$ cat src/rtl/tlbinv_pkg.sv
package tlbinv_pkg;
   localparam int OPC_W      = 7;
   localparam int FUNC_LSB   = 7;
   localparam int FUNC_W     = 3;
   localparam int AV_BIT     = 10;
   localparam int PSCID_LSB  = 12;
   localparam int PSCV_BIT   = 32;
   localparam int GV_BIT     = 33;
   localparam int GSCID_LSB  = 44;
   localparam int MODE_W     = 3;

   localparam logic [FUNC_W-1:0] FN_VADDR = 3'd0;
   localparam logic [FUNC_W-1:0] FN_GPHYS = 3'd1;

   typedef enum logic [1:0] {
      TAG_BYPASS = 2'd0,
      TAG_SINGLE = 2'd1,
      TAG_GONLY  = 2'd2,
      TAG_NESTED = 2'd3
   } tag_e;
endpackage

$ cat src/rtl/tlbinv_classify.sv
module tlbinv_classify
   import tlbinv_pkg::*;
#(
   parameter int                INV_OPCODE = 1,
   parameter int                GSCID_W    = 16,
   parameter int                PSCID_W    = 20,
   parameter int                PAGE_SHIFT = 12
) (
   input  logic [63:0]          dw0,
   input  logic [63:0]          dw1,
   output logic                 mine,
   output logic                 legal,
   output logic                 two_beat,
   output logic [MODE_W-1:0]    mode,
   output tag_e                 tag_first,
   output tag_e                 tag_last,
   output logic [GSCID_W-1:0]   gscid,
   output logic [PSCID_W-1:0]   pscid,
   output logic [63:0]          addr
);
   localparam logic [63:0] PAGE_MASK = ~((64'd1 << PAGE_SHIFT) - 64'd1);

   logic [FUNC_W-1:0] fn;
   logic              gv, av, pscv, is_gphys, is_vaddr;

   assign fn       = dw0[FUNC_LSB +: FUNC_W];
   assign gv       = dw0[GV_BIT];
   assign av       = dw0[AV_BIT];
   assign pscv     = dw0[PSCV_BIT];
   assign is_gphys = (fn == FN_GPHYS);
   assign is_vaddr = (fn == FN_VADDR);

   assign mine     = (dw0[OPC_W-1:0] == OPC_W'(INV_OPCODE));
   assign legal    = is_vaddr | (is_gphys & ~pscv);
   assign two_beat = is_gphys;

   always_comb begin
      if (is_gphys) begin
         mode      = {gv, gv & av, 1'b0};
         tag_first = TAG_GONLY;
         tag_last  = TAG_NESTED;
      end else begin
         mode      = {gv, av, pscv};
         tag_first = gv ? TAG_NESTED : TAG_SINGLE;
         tag_last  = tag_first;
      end
   end

   assign gscid = dw0[GSCID_LSB +: GSCID_W];
   assign pscid = dw0[PSCID_LSB +: PSCID_W];
   assign addr  = {dw1[61:0], 2'b00} & PAGE_MASK;

   logic unused_hi;
   assign unused_hi = ^dw1[63:62];
endmodule

$ cat src/rtl/tlbinv_seq.sv
module tlbinv_seq (
   input  logic clk,
   input  logic rst_n,
   input  logic cmd_valid,
   input  logic mine,
   input  logic legal,
   input  logic two_beat,
   input  logic req_ready,
   output logic req_valid,
   output logic cmd_ready,
   output logic illegal,
   output logic other_op,
   output logic second
);
   logic second_q, active, last;

   assign active    = cmd_valid & mine & legal;
   assign last      = ~two_beat | second_q;
   assign req_valid = active;
   assign illegal   = cmd_valid & mine & ~legal;
   assign other_op  = cmd_valid & ~mine;
   assign cmd_ready = other_op | illegal | (active & req_ready & last);
   assign second    = second_q;

   always_ff @(posedge clk or negedge rst_n) begin
      if (!rst_n)
         second_q <= 1'b0;
      else if (active & req_ready)
         second_q <= ~last;
   end
endmodule

$ cat src/rtl/tlbinv_fieldgate.sv
module tlbinv_fieldgate
   import tlbinv_pkg::*;
#(
   parameter int GSCID_W     = 16,
   parameter int PSCID_W     = 20,
   parameter bit ZERO_UNUSED = 1'b1
) (
   input  logic [MODE_W-1:0]  mode,
   input  logic [GSCID_W-1:0] gscid_in,
   input  logic [PSCID_W-1:0] pscid_in,
   input  logic [63:0]        addr_in,
   output logic [GSCID_W-1:0] gscid_out,
   output logic [PSCID_W-1:0] pscid_out,
   output logic [63:0]        addr_out
);
   generate
      if (ZERO_UNUSED) begin : g_zero
         assign gscid_out = mode[2] ? gscid_in : '0;
         assign addr_out  = mode[1] ? addr_in  : '0;
         assign pscid_out = mode[0] ? pscid_in : '0;
      end else begin : g_raw
         logic unused_mode;
         assign unused_mode = ^mode;
         assign gscid_out   = gscid_in;
         assign addr_out    = addr_in;
         assign pscid_out   = pscid_in;
      end
   endgenerate
endmodule

$ cat src/rtl/tlbinv_cmd_decoder.sv
module tlbinv_cmd_decoder
   import tlbinv_pkg::*;
#(
   parameter int INV_OPCODE  = 1,
   parameter int GSCID_W     = 16,
   parameter int PSCID_W     = 20,
   parameter int PAGE_SHIFT  = 12,
   parameter bit ZERO_UNUSED = 1'b1
) (
   input  logic               clk,
   input  logic               rst_n,
   input  logic               cmd_valid,
   output logic               cmd_ready,
   input  logic [63:0]        cmd_dw0,
   input  logic [63:0]        cmd_dw1,
   output logic               other_op,
   output logic               illegal,
   output logic               req_valid,
   input  logic               req_ready,
   output logic [2:0]         req_mode,
   output logic [1:0]         req_tag,
   output logic [GSCID_W-1:0] req_gscid,
   output logic [PSCID_W-1:0] req_pscid,
   output logic [63:0]        req_addr
);
   initial begin
      assert (PSCID_LSB + PSCID_W <= PSCV_BIT)
         else $error("process ID field overlaps the flag bits");
      assert (GSCID_LSB + GSCID_W <= 64)
         else $error("guest ID field exceeds dw0");
      assert (PAGE_SHIFT >= 2 && PAGE_SHIFT < 64)
         else $error("page shift out of range");
      assert (INV_OPCODE >= 0 && INV_OPCODE < (1 << OPC_W))
         else $error("opcode does not fit");
   end

   logic               mine, legal, two_beat, second;
   logic [MODE_W-1:0]  mode;
   tag_e               tag_first, tag_last;
   logic [GSCID_W-1:0] gscid;
   logic [PSCID_W-1:0] pscid;
   logic [63:0]        addr;

   tlbinv_classify #(
      .INV_OPCODE (INV_OPCODE),
      .GSCID_W    (GSCID_W),
      .PSCID_W    (PSCID_W),
      .PAGE_SHIFT (PAGE_SHIFT)
   ) u_classify (
      .dw0       (cmd_dw0),
      .dw1       (cmd_dw1),
      .mine      (mine),
      .legal     (legal),
      .two_beat  (two_beat),
      .mode      (mode),
      .tag_first (tag_first),
      .tag_last  (tag_last),
      .gscid     (gscid),
      .pscid     (pscid),
      .addr      (addr)
   );

   tlbinv_seq u_seq (
      .clk       (clk),
      .rst_n     (rst_n),
      .cmd_valid (cmd_valid),
      .mine      (mine),
      .legal     (legal),
      .two_beat  (two_beat),
      .req_ready (req_ready),
      .req_valid (req_valid),
      .cmd_ready (cmd_ready),
      .illegal   (illegal),
      .other_op  (other_op),
      .second    (second)
   );

   tlbinv_fieldgate #(
      .GSCID_W     (GSCID_W),
      .PSCID_W     (PSCID_W),
      .ZERO_UNUSED (ZERO_UNUSED)
   ) u_gate (
      .mode      (mode),
      .gscid_in  (gscid),
      .pscid_in  (pscid),
      .addr_in   (addr),
      .gscid_out (req_gscid),
      .pscid_out (req_pscid),
      .addr_out  (req_addr)
   );

   assign req_mode = mode;
   assign req_tag  = second ? tag_last : tag_first;
endmodule

$ cat config.mk
export PLATFORM = sky130hd
export DESIGN_NAME = tlbinv_cmd_decoder
export DESIGN_NICKNAME = d
export VERILOG_FILES = /design/src/rtl/tlbinv_pkg.sv /design/src/rtl/tlbinv_classify.sv /design/src/rtl/tlbinv_seq.sv /design/src/rtl/tlbinv_fieldgate.sv /design/src/rtl/tlbinv_cmd_decoder.sv
export SDC_FILE = /design/constraint.sdc
export NUM_CORES = 1
export LEC_CHECK = 0
export ABC_AREA = 1
export BUFFER_PORTS_ARGS = -buffer_cell sky130_fd_sc_hd__buf_2
export CORE_AREA = 4 4 92 94
export CTS_CLUSTER_DIAMETER = 60
export DETAILED_ROUTE_END_ITERATION = 7
export DIE_AREA = 0 0 96 98
export GPL_TIMING_DRIVEN = 0
export RECOVER_POWER = 25
export SLEW_MARGIN = 20
export SYNTH_ARGS = -nofsm -noshare
export SYNTH_HDL_FRONTEND = slang
export SYNTH_SLANG_ARGS = --single-unit
$ cat constraint.sdc
create_clock -name clk -period 1.35 [get_ports clk]
set_clock_uncertainty 0.2 [all_clocks]
set_input_delay 0.135 -clock clk [delete_from_list [all_inputs] [get_ports clk]]
set_output_delay 0.135 -clock clk [all_outputs]
set_load 0.05 [all_outputs]
Word-level counts from Yosys, hierarchy flattened
Index checks and enable logic that the tools add are counted.
Widths: inputs -> output; s select.
- equal/unequal tests: 2
- muxes and demuxes: 8
- bitwise operators: 17
- reductions and logical operators: 1
- operators by type and width (operator ; number):
    $mux 64 ; 1
    $mux 20 ; 1
    $mux 16 ; 1
    $mux 2 ; 5
    $and 1x1->1 ; 8
    $eq 7x1->1 const B ; 1
    $not 1->1 ; 5
    $or 1x1->1 ; 4
    $eq 3x1->1 const B ; 1
    $logic_not 3->1 ; 1
- register bits: 1
- bits of input ports: 132
- output and inout bits: 109
- word-level logic and storage cells: 29

Logic depth before layout (Yosys ltp)
- depth in word-level cells: 7
- gate-level depth with buffers: 8
- gate-level depth less buffers: 8

By module
A second synthesis with hierarchy kept.
- cell total of the unflattened synthesis: 363
- area, all modules: 1856.8 um^2
- by module, submodules not included (module ; times used ; cells an instance ; area an instance (um^2) ; sequential area each (um^2)):
    tlbinv_classify ; 1 ; 127 ; 885.8 ; 0.0
    tlbinv_fieldgate ; 1 ; 211 ; 848.3 ; 0.0
    tlbinv_seq ; 1 ; 18 ; 96.3 ; 25.0
    tlbinv_cmd_decoder ; 1 ; 7 ; 26.3 ; 0.0

Least setup slack after synthesis
No wires, ideal clock.
- kind: input -> output
- start: in cmd_dw0[6]
- end: out cmd_ready
- arrival time: 1646 ps
- slack: -631 ps
- stages: 6
- buffers on the path: 0
- path through: nand3b_1 nor2_1 nand2_1 nor2_1 nor2_1 nand2_1
- elaborated cells on any way between the ends: 10
- those cells by class: eq/ne: 1; bitwise: 9
- RTL lines (element ; RTL line ; RTL):
    start: declaration ; tlbinv_cmd_decoder.sv:14 ; input logic [63:0] cmd_dw0,
    $eq 7x1->1 ; tlbinv_classify.sv:33 ; assign mine = (dw0[OPC_W-1:0] == OPC_W'(INV_OPCODE));
    $and 1x1->1 (2 in series) ; tlbinv_seq.sv:20 ; assign illegal = cmd_valid & mine & ~legal;
    named net illegal ; tlbinv_cmd_decoder.sv:17 ; output logic illegal,
    $or 1x1->1 (2 in series) ; tlbinv_seq.sv:22 ; assign cmd_ready = other_op | illegal | (active & req_ready & last);
    end: declaration ; tlbinv_cmd_decoder.sv:13 ; output logic cmd_ready,
The timed path passes the listed nets, and every way through them passes these cells.

Final worst setup path
- start: in cmd_dw0[8]
- end: out req_addr[27]
- word-level cells in the longest chain between the ends: 3
- ends and longest elaborated chain (element ; RTL line ; RTL):
    $eq 3x1->1 ; tlbinv_classify.sv:30 ; assign is_gphys = (fn == FN_GPHYS);
    $mux 2 ; tlbinv_classify.sv:38 ; if (is_gphys) begin
    $mux 64 ; tlbinv_fieldgate.sv:19 ; assign addr_out = mode[1] ? addr_in : '0;
    end: declaration ; tlbinv_cmd_decoder.sv:24 ; output logic [63:0] req_addr
Every way passes these cells.

==> summary.txt <==
Placement
  – Placed insts: 556
  – Setup WS pre-CTS: -0.309 ns
  – Final GP Congestion: 0.751
  – IO buf count: 200
  – Post-DP HPWL: 4490 µm
  – Placed Area: 2320 µm²

Routing
  – Avg Vias per Cell: 3.68
  – DR DRC count: 0
  – Via count: 2081
  – DRT Pass-1 Iters: 4
  – Number of DRC markers in iteration 0: 13
  – WL final: 5630 µm
  – Final ANT Viol Nets: 0
  – Wire per inst: 9.95 µm

Floorplanning
  – CORE AREA: 7650 µm²
  – Die width: 96 µm
  – Die footprint: 9410 µm²
  – Initial Util: 0.139
  – Cell Rows: 32
  – Die height: 98 µm
  – Ports: 241

Worst hold path
  – Hold depth: 3
  – Worst hold start: req_ready
  – Hold Path Class: input pin to flop
  – WHS Endpoint: u_seq.second$_DFFE_PN0P_

Clock tree
  – Clock latency on the worst-skew pair: 0 ns
  – Clock Pin Slew Worst Setup and Hold Paths: 0 ns

Final layout
  – Non-Filler Instances: 566
  – Max reg flops: 1
  – FILL cells: 785
  – Fraction of layout cells with a size suffix above 1: 0.627
  – Commonest non-fill, non-tap cell in the layout: buf_2
  – Ant. Diodes: 0
  – Sequential cell area: 25.0 µm²
  – Final Cell Area: 2980 µm²
  – Multi-input logic area: 721 µm²
  – Layout area overhead: 181%
  – Most frequent cells in the layout: buf_2, inv_1, buf_6
  – Final Core Density: 0.390
  – Fin nets: 598

Yosys
  – Largest area contributor in the netlist: inv_1
  – Library cells used by synthesis: 13
  – Synth Instances: 243
  – YS warnings: 0
  – Synthesis-stage register bit count: 1
  – Top cells by area, synth: inv_1, nor2_1, nand2_1
  – Cell Area, Synth: 1060 µm²
  – Seq/Total Area, Yosys: 0.0236
  – Syn avg cell area: 4.37 µm²
  – Top cell type's share of synthesized area: 0.354

Global routing
  – GRT overflow: 0
  – Met3 Use GR: 0.0123
  – First-pass GRT wire length: 8120 µm
  – Largest net degree at the start of global routing: 11
  – Antenna violations before repair: 0
  – GR peak layer: met2
  – GR Util All Layers: 0.101
  – GR Layer Usage met1: 0.0973
  – Met2 usage: 0.223
  – Vias in the first global route: 2047

Timing
  – Slew Viols, Final: 0
  – Final worst path period share: 1.09
  – Setup TNS Final: -5.10 ns
  – RSZ-0062 raised after global routing: true
  – Fin. Hold Viols: 0
  – Minimum clock period: 1.47 ns
  – Min Hold Slack: 0.216 ns
  – Worst Tran Pin Value: 0.586 ns
  – FMAX: 680 MHz
  – Setup WS post-layout: -0.120 ns
  – Endpoints failing setup: 54
  – Max transition margin: 0.611

Worst setup path
  – R2r endpoint: u_seq.second$_DFFE_PN0P_
  – Max FO, Critical Path: 10
  – CP endpoint kind: primary output
  – Register-to-register setup slack: 0.43 ns
  – Reg2reg start: u_seq.second$_DFFE_PN0P_
  – Reg2reg path depth: 3
  – Required @ worst endpoint: 1.01 ns
  – Critical path arrival: 1.14 ns
  – CP Launch Type: input pin
  – Critical path class: input pin to primary output

Pwr
  – Psw: 0.962 mW
  – Reg power frac: 0.021
  – P_leak: 2.00 nW
  – Cell internal pwr: 0.535 mW
  – Total power: 1.50 mW
  – Worst IR drop on VDD: 0.289 mV
  – PwrDens: 502 nW/µm²
  – Clk pwr share: 0
  – Switching share of power: 0.642
  – Combinational Power Share: 0.979

Run status
  – Status: finished with violations
  – Failing checks: setup timing

Flow run
  – Max-Cap Viols: 0
## synthesized netlist by cell type
master,n
buf_4,13
nor2_2,4
o21ai_4,1
nand3b_1,1
nand4_1,3
nand2_1,29
nand2_2,1
conb_1,1
inv_1,100
dfrtp_1,1
nor2_1,80
buf_6,5
buf_2,4
## cells by family (layout without fill, tap and decap cells)
| group | after synthesis | in the layout | synth area share |
|---|---|---|---|
| compound gates | 1 | 1 | 0.0153 |
| buf+inv | 122 | 332 | 0.518 |
| flops | 1 | 1 | 0.0236 |
| other cells | 1 | 12 | 0.00353 |
| simple gates | 118 | 118 | 0.440 |
## power groups by stage
stage,registers (mW),clock network (mW),logic (mW)
6_report,0.0307,0,1.47
5_1_grt,0.0308,0,1.55
4_1_cts,0.0307,0,1.43
3_5_place_dp,0.0307,0,1.23
3_3_place_gp,0.0307,0,1.22
2_1_floorplan,0.0307,0,0.894
## critical path: stages
cell     delay, ns
buf_6         0.10
nor2_4        0.11
nand2_2       0.09
o21ai_4       0.17
buf_12        0.17
buf_8         0.14
nor2_1        0.06
buf_6         0.15
## repair_timing
item | 4_1_cts | 5_1_grt
hold buffers | 1 | 0
cloned | 1 | 0
hold endpoints to repair | 1 | 0
endpoints found under the setup margin | 76 | 86
resized for setup | 143 | 30
buffers inserted | 5 | 3
pin swaps | 3 | 9
## cell type report
class                      instances  share of cell area
timing repair buffer             210               0.510
multi-input combinational        131               0.242
inverter                         100               0.127
buffer                            22              0.0697
tap                              102              0.0428
sequential                         1             0.00840
## layer usage
layer,vias up,wire [µm]
met1,883,1790
met2,146,3090
li1,1048,-
met5,-,0
met3,4,712
met4,0,40
## worst max-delay path by stage
stage / slack (ns) / start / cells after the start / endpoint
3_5_place_dp: -0.31 / cmd_dw0[8] / 7 / req_addr[32]
2_1_floorplan: -0.20 / cmd_dw0[33] / 4 / req_addr[16]
5_1_grt: -0.17 / cmd_dw0[8] / 8 / req_addr[27]
6_report: -0.12 / cmd_dw0[8] / 8 / req_addr[27]
4_1_cts: -0.11 / cmd_dw0[8] / 8 / req_addr[32]
3_3_place_gp: -0.30 / cmd_dw0[8] / 7 / req_addr[51]
Power figures use the tool's default switching activity.
